$ cat src/rtl/srp_pkg.sv
package srp_pkg;
  typedef enum logic [1:0] {
    PH_CMD = 2'd0,
    PH_WR  = 2'd1,
    PH_RD  = 2'd2
  } phase_e;
endpackage

$ cat src/rtl/srp_sync.sv
module srp_sync #(
  parameter int WIDTH  = 3,
  parameter int STAGES = 2
) (
  input  logic             clk,
  input  logic             rst_n,
  input  logic [WIDTH-1:0] d_i,
  output logic [WIDTH-1:0] q_o
);
  logic [STAGES-1:0][WIDTH-1:0] chain_q;
  logic [STAGES-1:0][WIDTH-1:0] chain_d;

  generate
    if (STAGES == 1) begin : g_single
      always_comb chain_d = d_i;
    end else begin : g_multi
      always_comb chain_d = {chain_q[STAGES-2:0], d_i};
    end
  endgenerate

  always_ff @(posedge clk or negedge rst_n) begin
    if (!rst_n) chain_q <= '0;
    else        chain_q <= chain_d;
  end

  assign q_o = chain_q[STAGES-1];
endmodule

$ cat src/rtl/srp_edge.sv
module srp_edge (
  input  logic clk,
  input  logic rst_n,
  input  logic lvl_i,
  output logic rise_o,
  output logic fall_o
);
  logic prev_q;

  always_ff @(posedge clk or negedge rst_n) begin
    if (!rst_n) prev_q <= 1'b0;
    else        prev_q <= lvl_i;
  end

  assign rise_o = lvl_i & ~prev_q;
  assign fall_o = ~lvl_i & prev_q;
endmodule

$ cat src/rtl/srp_shifter.sv
module srp_shifter #(
  parameter int DATA_W = 8
) (
  input  logic              clk,
  input  logic              rst_n,
  input  logic              clr_i,
  input  logic              rise_i,
  input  logic              din_i,
  output logic              done_o,
  output logic [DATA_W-1:0] byte_o,
  output logic              at_zero_o
);
  localparam int CW = $clog2(DATA_W);
  localparam logic [CW-1:0] LAST_BIT = CW'(DATA_W - 1);

  logic [CW-1:0]     cnt_q, cnt_d;
  logic [DATA_W-1:0] sh_q, sh_d;
  logic [DATA_W-1:0] byte_q, byte_d;
  logic              done_q, done_d;

  always_comb begin
    cnt_d  = cnt_q;
    sh_d   = sh_q;
    byte_d = byte_q;
    done_d = 1'b0;
    if (clr_i) begin
      cnt_d = '0;
    end else if (rise_i) begin
      sh_d = {din_i, sh_q[DATA_W-1:1]};
      if (cnt_q == LAST_BIT) begin
        cnt_d  = '0;
        done_d = 1'b1;
        byte_d = {din_i, sh_q[DATA_W-1:1]};
      end else begin
        cnt_d = cnt_q + CW'(1);
      end
    end
  end

  always_ff @(posedge clk or negedge rst_n) begin
    if (!rst_n) begin
      cnt_q  <= '0;
      sh_q   <= '0;
      byte_q <= '0;
      done_q <= 1'b0;
    end else begin
      cnt_q  <= cnt_d;
      sh_q   <= sh_d;
      byte_q <= byte_d;
      done_q <= done_d;
    end
  end

  assign done_o    = done_q;
  assign byte_o    = byte_q;
  assign at_zero_o = (cnt_q == '0);

  // a completed byte is announced for exactly one cycle
  assert_done_pulse_R3: assert property (@(posedge clk) disable iff (!rst_n)
    done_q |=> !done_q);
endmodule

$ cat src/rtl/serial_reg_port.sv
module serial_reg_port
  import srp_pkg::*;
#(
  parameter int ADDR_W      = 7,
  parameter int DATA_W      = 8,
  parameter int SYNC_STAGES = 2,
  parameter int LAST_ADDR   = 14,
  parameter int HOLD_ADDR   = 14
) (
  input  logic              clk,
  input  logic              rst_n,
  input  logic              cs_i,
  input  logic              sclk_i,
  input  logic              sdio_i,
  output logic              sdio_o,
  output logic              sdio_oe,
  output logic [ADDR_W-1:0] reg_addr_o,
  output logic              reg_wr_o,
  output logic [DATA_W-1:0] reg_wdata_o,
  output logic              reg_rd_o,
  input  logic [DATA_W-1:0] reg_rdata_i,
  output logic              adc_hold_o
);
  localparam logic [ADDR_W-1:0] LAST_A = ADDR_W'(LAST_ADDR);
  localparam logic [ADDR_W-1:0] HOLD_A = ADDR_W'(HOLD_ADDR);

  logic cs_s, sclk_s, sdi_s;
  logic sclk_rise, sclk_fall;
  logic byte_done, bit_zero;
  logic [DATA_W-1:0] rx_byte;

  srp_sync #(.WIDTH(3), .STAGES(SYNC_STAGES)) u_sync (
    .clk   (clk),
    .rst_n (rst_n),
    .d_i   ({cs_i, sclk_i, sdio_i}),
    .q_o   ({cs_s, sclk_s, sdi_s})
  );

  srp_edge u_edge (
    .clk    (clk),
    .rst_n  (rst_n),
    .lvl_i  (sclk_s),
    .rise_o (sclk_rise),
    .fall_o (sclk_fall)
  );

  srp_shifter #(.DATA_W(DATA_W)) u_shift (
    .clk       (clk),
    .rst_n     (rst_n),
    .clr_i     (~cs_s),
    .rise_i    (sclk_rise),
    .din_i     (sdi_s),
    .done_o    (byte_done),
    .byte_o    (rx_byte),
    .at_zero_o (bit_zero)
  );

  phase_e            phase_q, phase_d;
  logic [ADDR_W-1:0] addr_q, addr_d;
  logic              adv_q, adv_d;
  logic              wr_q, wr_d;
  logic [DATA_W-1:0] wdata_q, wdata_d;
  logic              rd_q, rd_d;
  logic              oe_q, oe_d;
  logic              sdo_q, sdo_d;
  logic [DATA_W-1:0] tx_q, tx_d;
  logic              rsv;
  logic [DATA_W-1:0] rdata_eff;

  assign rsv       = (addr_q > LAST_A);
  assign rdata_eff = rsv ? '0 : reg_rdata_i;

  always_comb begin
    phase_d = phase_q;
    addr_d  = addr_q;
    adv_d   = 1'b0;
    wr_d    = 1'b0;
    wdata_d = wdata_q;
    rd_d    = 1'b0;
    oe_d    = oe_q;
    sdo_d   = sdo_q;
    tx_d    = tx_q;
    if (!cs_s) begin
      phase_d = PH_CMD;
      oe_d    = 1'b0;
    end else begin
      if (adv_q) begin
        addr_d = (addr_q == LAST_A) ? '0 : addr_q + ADDR_W'(1);
      end
      if (byte_done) begin
        unique case (phase_q)
          PH_CMD: begin
            phase_d = rx_byte[DATA_W-1] ? PH_WR : PH_RD;
            addr_d  = rx_byte[ADDR_W-1:0];
          end
          PH_WR: begin
            wr_d    = ~rsv;
            wdata_d = rx_byte;
            adv_d   = 1'b1;
          end
          default: adv_d = 1'b1;
        endcase
      end
      if (sclk_fall && phase_q == PH_RD) begin
        oe_d = 1'b1;
        if (bit_zero) begin
          rd_d  = 1'b1;
          sdo_d = rdata_eff[0];
          tx_d  = rdata_eff >> 1;
        end else begin
          sdo_d = tx_q[0];
          tx_d  = tx_q >> 1;
        end
      end
    end
  end

  always_ff @(posedge clk or negedge rst_n) begin
    if (!rst_n) begin
      phase_q <= PH_CMD;
      addr_q  <= '0;
      adv_q   <= 1'b0;
      wr_q    <= 1'b0;
      wdata_q <= '0;
      rd_q    <= 1'b0;
      oe_q    <= 1'b0;
      sdo_q   <= 1'b0;
      tx_q    <= '0;
    end else begin
      phase_q <= phase_d;
      addr_q  <= addr_d;
      adv_q   <= adv_d;
      wr_q    <= wr_d;
      wdata_q <= wdata_d;
      rd_q    <= rd_d;
      oe_q    <= oe_d;
      sdo_q   <= sdo_d;
      tx_q    <= tx_d;
    end
  end

  assign sdio_o      = sdo_q;
  assign sdio_oe     = oe_q & cs_i;
  assign reg_addr_o  = addr_q;
  assign reg_wr_o    = wr_q;
  assign reg_wdata_o = wdata_q;
  assign reg_rd_o    = rd_q;
  assign adc_hold_o  = cs_s && (phase_q == PH_RD) && (addr_q == HOLD_A);

  // no write stroke ever reaches a reserved address
  assert_no_rsv_wr_R6: assert property (@(posedge clk) disable iff (!rst_n)
    reg_wr_o |-> (reg_addr_o <= LAST_A));

  // a write to the last implemented register is followed by address zero
  assert_wrap_R5: assert property (@(posedge clk) disable iff (!rst_n)
    (reg_wr_o && reg_addr_o == LAST_A) |=> (reg_addr_o == '0));

  // loading the converter result for read-out happens under the lock
  assert_hold_on_load_R8: assert property (@(posedge clk) disable iff (!rst_n)
    (reg_rd_o && reg_addr_o == HOLD_A) |-> adc_hold_o);

  // the data line is only driven in the read data phase
  assert_oe_read_R4: assert property (@(posedge clk) disable iff (!rst_n)
    sdio_oe |-> (phase_q == PH_RD));

  // write strokes are single-cycle
  assert_wr_pulse_R3: assert property (@(posedge clk) disable iff (!rst_n)
    reg_wr_o |=> !reg_wr_o);
endmodule

$ cat config.mk
export PLATFORM = sky130hd
export DESIGN_NAME = serial_reg_port
export DESIGN_NICKNAME = d
export VERILOG_FILES = /design/src/rtl/srp_pkg.sv /design/src/rtl/srp_sync.sv /design/src/rtl/srp_edge.sv /design/src/rtl/srp_shifter.sv /design/src/rtl/serial_reg_port.sv
export SDC_FILE = /design/constraint.sdc
export NUM_CORES = 1
export LEC_CHECK = 0
export ABC_AREA = 1
export CELL_PAD_IN_SITES_DETAIL_PLACEMENT = 1
export CELL_PAD_IN_SITES_GLOBAL_PLACEMENT = 1
export CORE_MARGIN = 5
export CORE_UTILIZATION = 30
export CTS_CLUSTER_SIZE = 10
export DETAILED_ROUTE_END_ITERATION = 8
export GPL_TIMING_DRIVEN = 1
export MAX_ROUTING_LAYER = met4
export PLACE_DENSITY = 0.69
export SLEW_MARGIN = 20
export SYNTH_ARGS = -nofsm -noshare
export SYNTH_HDL_FRONTEND = slang
export SYNTH_HIERARCHICAL = 1
export SYNTH_SLANG_ARGS = --single-unit
$ cat constraint.sdc
create_clock -name clk -period 1.8 [get_ports clk]
set_clock_uncertainty 0.2 [all_clocks]
set_input_delay 0.36 -clock clk [delete_from_list [all_inputs] [get_ports clk]]
set_output_delay 0.36 -clock clk [all_outputs]
set_load 0.005 [all_outputs]
# Word level (Yosys, flattened, before mapping)

Index checks and enable logic that the tools add are counted.

Bits in registers: 57
Input bits: 13
Output and inout port bits: 20
Word-level logic and storage cells: 71

Add/sub/neg operators: 2
$lt $le $gt $ge: 1
Equal/unequal tests: 8
Mux-type cells: 28
Bitwise logic cells: 6
Reductions and logical operators: 10

Operator list:

| operator              | count |
|---|---|
| $mux W7               | 5 |
| $mux W1               | 15 |
| $mux W3               | 3 |
| $mux W2               | 4 |
| $mux W8               | 1 |
| $add A7 B1 Y7 const B | 1 |
| $eq A7 B4 Y1 const B  | 1 |
| $gt A7 B4 Y1 const B  | 1 |
| $ne A2 B2 Y1 const B  | 3 |
| $reduce_and A2 Y1     | 3 |
| $reduce_and A3 Y1     | 2 |
| $add A3 B1 Y3 const B | 1 |
| $and A1 B1 Y1         | 3 |
| $eq A3 B3 Y1 const B  | 1 |
| $logic_and A1 B1 Y1   | 3 |
| $logic_not A3 Y1      | 1 |
| $not A1 Y1            | 3 |
| $eq A2 B1 Y1 const B  | 1 |
| $eq A2 B2 Y1 const B  | 1 |
| $logic_not A2 Y1      | 1 |
| $ne A2 B1 Y1 const B  | 1 |

# Depth between registers and ports, before layout

Depth in word-level cells: 5
Mapped depth: 10
Depth with buffers taken out: 10

# Hierarchy

The synthesis kept the hierarchy.

Modules (own cells, without submodules):

| module          | times used | cells an instance | area an instance (um^2) | seq. area each (um^2) |
|---|---|---|---|---|
| serial_reg_port | 1          | 197               | 1536.5                  | 725.7 |
| srp_shifter     | 1          | 89                | 822.0                   | 475.5 |
| srp_sync        | 1          | 6                 | 150.1                   | 150.1 |
| srp_edge        | 1          | 5                 | 40.0                    | 25.0 |

# Least setup slack after synthesis

OpenSTA, ideal clock, no wires.

Path type: reg2out
Start: reg addr_q[0] (netlist: reg_addr_o[0])
End: out adc_hold_o
Arrival: 1.070 ns
Data required time: 1.240 ns
Path slack: 0.170 ns
Cell stages (with the launch flop): 7
Buffers on the path: 0
Cells stage by stage: dfrtp_1 inv_1 ha_1 inv_1 nor2_2 nand2_1 nor4_1

Word-level cells in the longest chain between the ends: 2

RTL lines:

| item                   | line                   | source |
|---|---|---|
| from (decl)            | serial_reg_port.sv:59  | `logic [ADDR_W-1:0] addr_q, addr_d;` |
| from (signal assigned) | serial_reg_port.sv:131 | `addr_q <= addr_d;` |
| $eq A7 B4 Y1           | serial_reg_port.sv:148 | `assign adc_hold_o = cs_s && (phase_q == PH_RD) && (addr_q == HOLD_A);` |
| $logic_and A1 B1 Y1    | serial_reg_port.sv:148 |  |
| to (decl)              | serial_reg_port.sv:22  | `output logic adc_hold_o` |

Every way passes these cells.

# Worst setup path after layout

Same ends and word-level chain as after synthesis.

==> metrics.yaml <==
outcome:
  run_status: "finished with violations"
  failed_checks: "setup timing"
logic_synthesis:
  synth_area_per_cell_um2: 8.581
  syn_inst: 297
  syn_area_um2: 2549
  synth_warnings: 6
  synth_area_leaders: "dfrtp_1 54%, nand2_1 17%, inv_1 4.0%"
  yosysTopAreaCell: "dfrtp_1"
  ys_seq_area_share_pct: 54.00
  synth_top_flop_cell: "dfrtp_1"
  ys_ff_latch: 55
  yosys.area.top_type_share_pct: 54.00
  async_reset_ff_share_pct: 100.0
  synth_cell_types: 30
  synth_edf_count: 0
  synth_nets: 315
drt:
  ant_nets: 0
  vias: 2079
  drt_iter0_drc: 63
  drc: 0
  wl_mm: 5.983
  viasPerCell: 4.461
  first_pass_iters: 4
  wl_per_cell_um: 12.84
sta:
  worst_pin_slew_ps: 394.6
  finalMaxSlewViolations: 0
  finalSetupViolCount: 1
  clock.fmax_mhz: 511.3
  tns_ps: -155.8
  rsz0062_at_grt: "true"
  setup_ws_ps: -155.8
  whs_ps: 157.4
  hold_viol_final: 0
  finalCriticalPeriod_ps: 1956
  finalCritPeriodShare_pct: 108.7
  relSlewSlack_pct: 73.69
worst_setup_path:
  cp.required_ps: 1240
  cp_max_fo: 2
  cp-start-kind: "register"
  worstPathArrival_ps: 1400
  endpoint_kind: "output port"
  critical_path_class: "register to output port"
cts:
  clkSinkCount: 55
  clk_latency_ps: 310
  clockBufferDepth: 2
  cts_tree: "built"
  clkTransAtPathRegs_ps: 100
  cts-root-buf: "clkbuf_8"
  numCtsBuffers: 5
  h-tree-depth: 2
global_routing:
  grt_max_degree: 56
  antenna_found_initial: 0
  track_usage_pct: 12.66
  grt_pass1_vias: 2172
  grt_pass1_wl_mm: 10.33
  overflow: 0
floorplanning:
  row_count: 33
  fp.dieW_um: 102.2
  start_util_pct: 30.86
  dieArea_um2: 10440
  core_area_um2: 8258
  num_io_pins: 33
  die_h_um: 102.2
placed_design:
  hpwl_mm: 4.344
  place_congestion: 0.7637
  io_buffer_count: 32
  placed_area_um2: 3123
  dpl.cell_count: 450
run:
  cap_violations: 0
power:
  powerDensity_nw_per_um2: 701.3
  p_leak_nw: 1.728
  ir_worst_vdd_uv: 317.1
  p_total_w: 0.002341
cells_and_area:
  syn2layout_area_growth_pct: 30.98
  drive_above_1_share_pct: 19.94
  diodes: 0
  nets: 378
  fin_cells: 466
  fin_area_um2: 3338
hold_path:
  hp-class: "register to register"
-- power breakdown --
| group | internal (W) | total, W | switching (W) |
|---|---|---|---|
| clock | 0.000273 | 0.000678 | 0.000405 |
| combinational | 0.000151 | 0.000324 | 0.000173 |
| sequential | 0.00129 | 0.00134 | 0.0000451 |
-- layout by cell type, fill, tap and decap left out, types with 2 or more instances in the layout --
master and count:
nand2_4 3, inv_1 24, nor2_1 17, o21ai_1 12
nand3_1 5, buf_4 25, nand2_2 4, nand3_4 2
clkbuf_8 5, o21ai_0 5, dfrtp_1 55, a21oi_1 7
nand4_1 9, mux2_1 3, inv_2 9, dlymetal6s2s_1 4
buf_2 2, nand2_1 113, dlygate4sd2_1 8, ha_1 3
inv_4 2, nor2_4 4, clkdlybuf4s50_1 18, nor2_2 4
buf_6 3
-- critical path, stage by stage (launching register included) --
cell	delay (ps)
dfrtp_1	400
inv_2	90
ha_4	130
inv_2	40
nor2_4	90
nand2_2	70
nor4_2	130
buf_2	150
-- flip-flops by register name (all words and copies together) (netlist names) --
name and cells:
reg_addr_o 7, reg_wr_o 1, u_shift/byte_o 8, u_shift/cnt_q 3, u_sync/chain_d 3, u_shift/done_o 1, u_shift/sh_q 7, oe_q 1
u_edge/prev_q 1, adv_q 1, u_sync/q_o 3, phase_q 2, reg_wdata_o 8, tx_q 7, reg_rd_o 1, sdio_o 1
-- cells in the mapped netlist, types with 2 or more instances --
cell type	count
nor2_4	3
nand4_1	9
o21ai_0	6
inv_2	6
a21oi_1	7
mux2_1	3
o21ai_1	11
dfrtp_1	55
nor2_2	2
inv_4	2
nand2_2	2
nand2_1	117
buf_6	2
ha_1	5
buf_4	3
nand3_1	5
nor2_1	20
inv_1	27
-- cell families (layout without fill, tap and decap cells) --
| family | after synthesis | after routing | share of synthesized area [%] |
|---|---|---|---|
| AOI/OAI and AO/OA | 25 | 25 | 5.056 |
| xor gates and xnor gates | 1 | 1 | 0.3437 |
| muxes | 3 | 3 | 1.325 |
| buffers and inverters | 41 | 105 | 7.314 |
| and+or+nand+nor | 167 | 167 | 29.50 |
| adders and majority gates | 5 | 5 | 2.455 |
| DFF | 55 | 55 | 54.00 |
-- cell type report --
type | instances | area, um^2
Multi-Input combinational cell | 201 | 1047
Sequential cell | 55 | 1376
Fill cell | 992 | 4920
Inverter | 35 | 136.4
Clock buffer | 6 | 72.57
Tap cell | 105 | 131.4
Clock inverter | 2 | 12.51
Timing Repair Buffer | 62 | 561.8
-- metrics by stage --
| step | utilization (%) | setup slack [ps] |
|---|---|---|
| after global routing | 40.42 | -275.9 |
| after global placement | 37.82 | -300.3 |
| final | 40.42 | -155.8 |
| after detailed placement | 37.82 | -358.6 |
| after CTS | 39.77 | -182.0 |
| after floorplan | - | 169.8 |
-- metal layers --
layer  routed length (um)  up-vias  track usage [%]
met2                 2923       26            20.29
met4                   62        0            3.935
li1                     -     1056                -
met5                    0        -                -
met1                 2825      993            16.44
met3                  172        4            2.116
-- final timing paths --
check | from | endpoint | slack [ps] | depth (start not counted)
max in group asynchronous | rst_n | u_shift/byte_o[1]$_DFFE_PN0P_ | 780 | 3
worst min register to register | u_sync/chain_d[3]$_DFF_PN0_ | u_sync/q_o[0]$_DFF_PN0_ | 160 | 0
worst max register to register | reg_addr_o[1]$_DFFE_PN0P_ | reg_addr_o[4]$_DFFE_PN0P_ | 110 | 10
worst min-delay path | u_sync/chain_d[3]$_DFF_PN0_ | u_sync/q_o[0]$_DFF_PN0_ | 160 | 0
min in group asynchronous | rst_n | sdio_o$_DFFE_PN0P_ | 370 | 3
worst max-delay path | reg_addr_o[0]$_DFFE_PN0P_ | adc_hold_o | -160 | 7
-- what timing repair did --
action | in CTS | in global routing
pin swaps | 1 | 5
hold buffers | 1 | 0
gates resized for setup | 20 | 18
hold endpoints to repair | 55 | 0
setup endpoints to repair | 11 | 20
buffers inserted | 7 | 3
No activity file was read; power rests on OpenSTA's default activity.
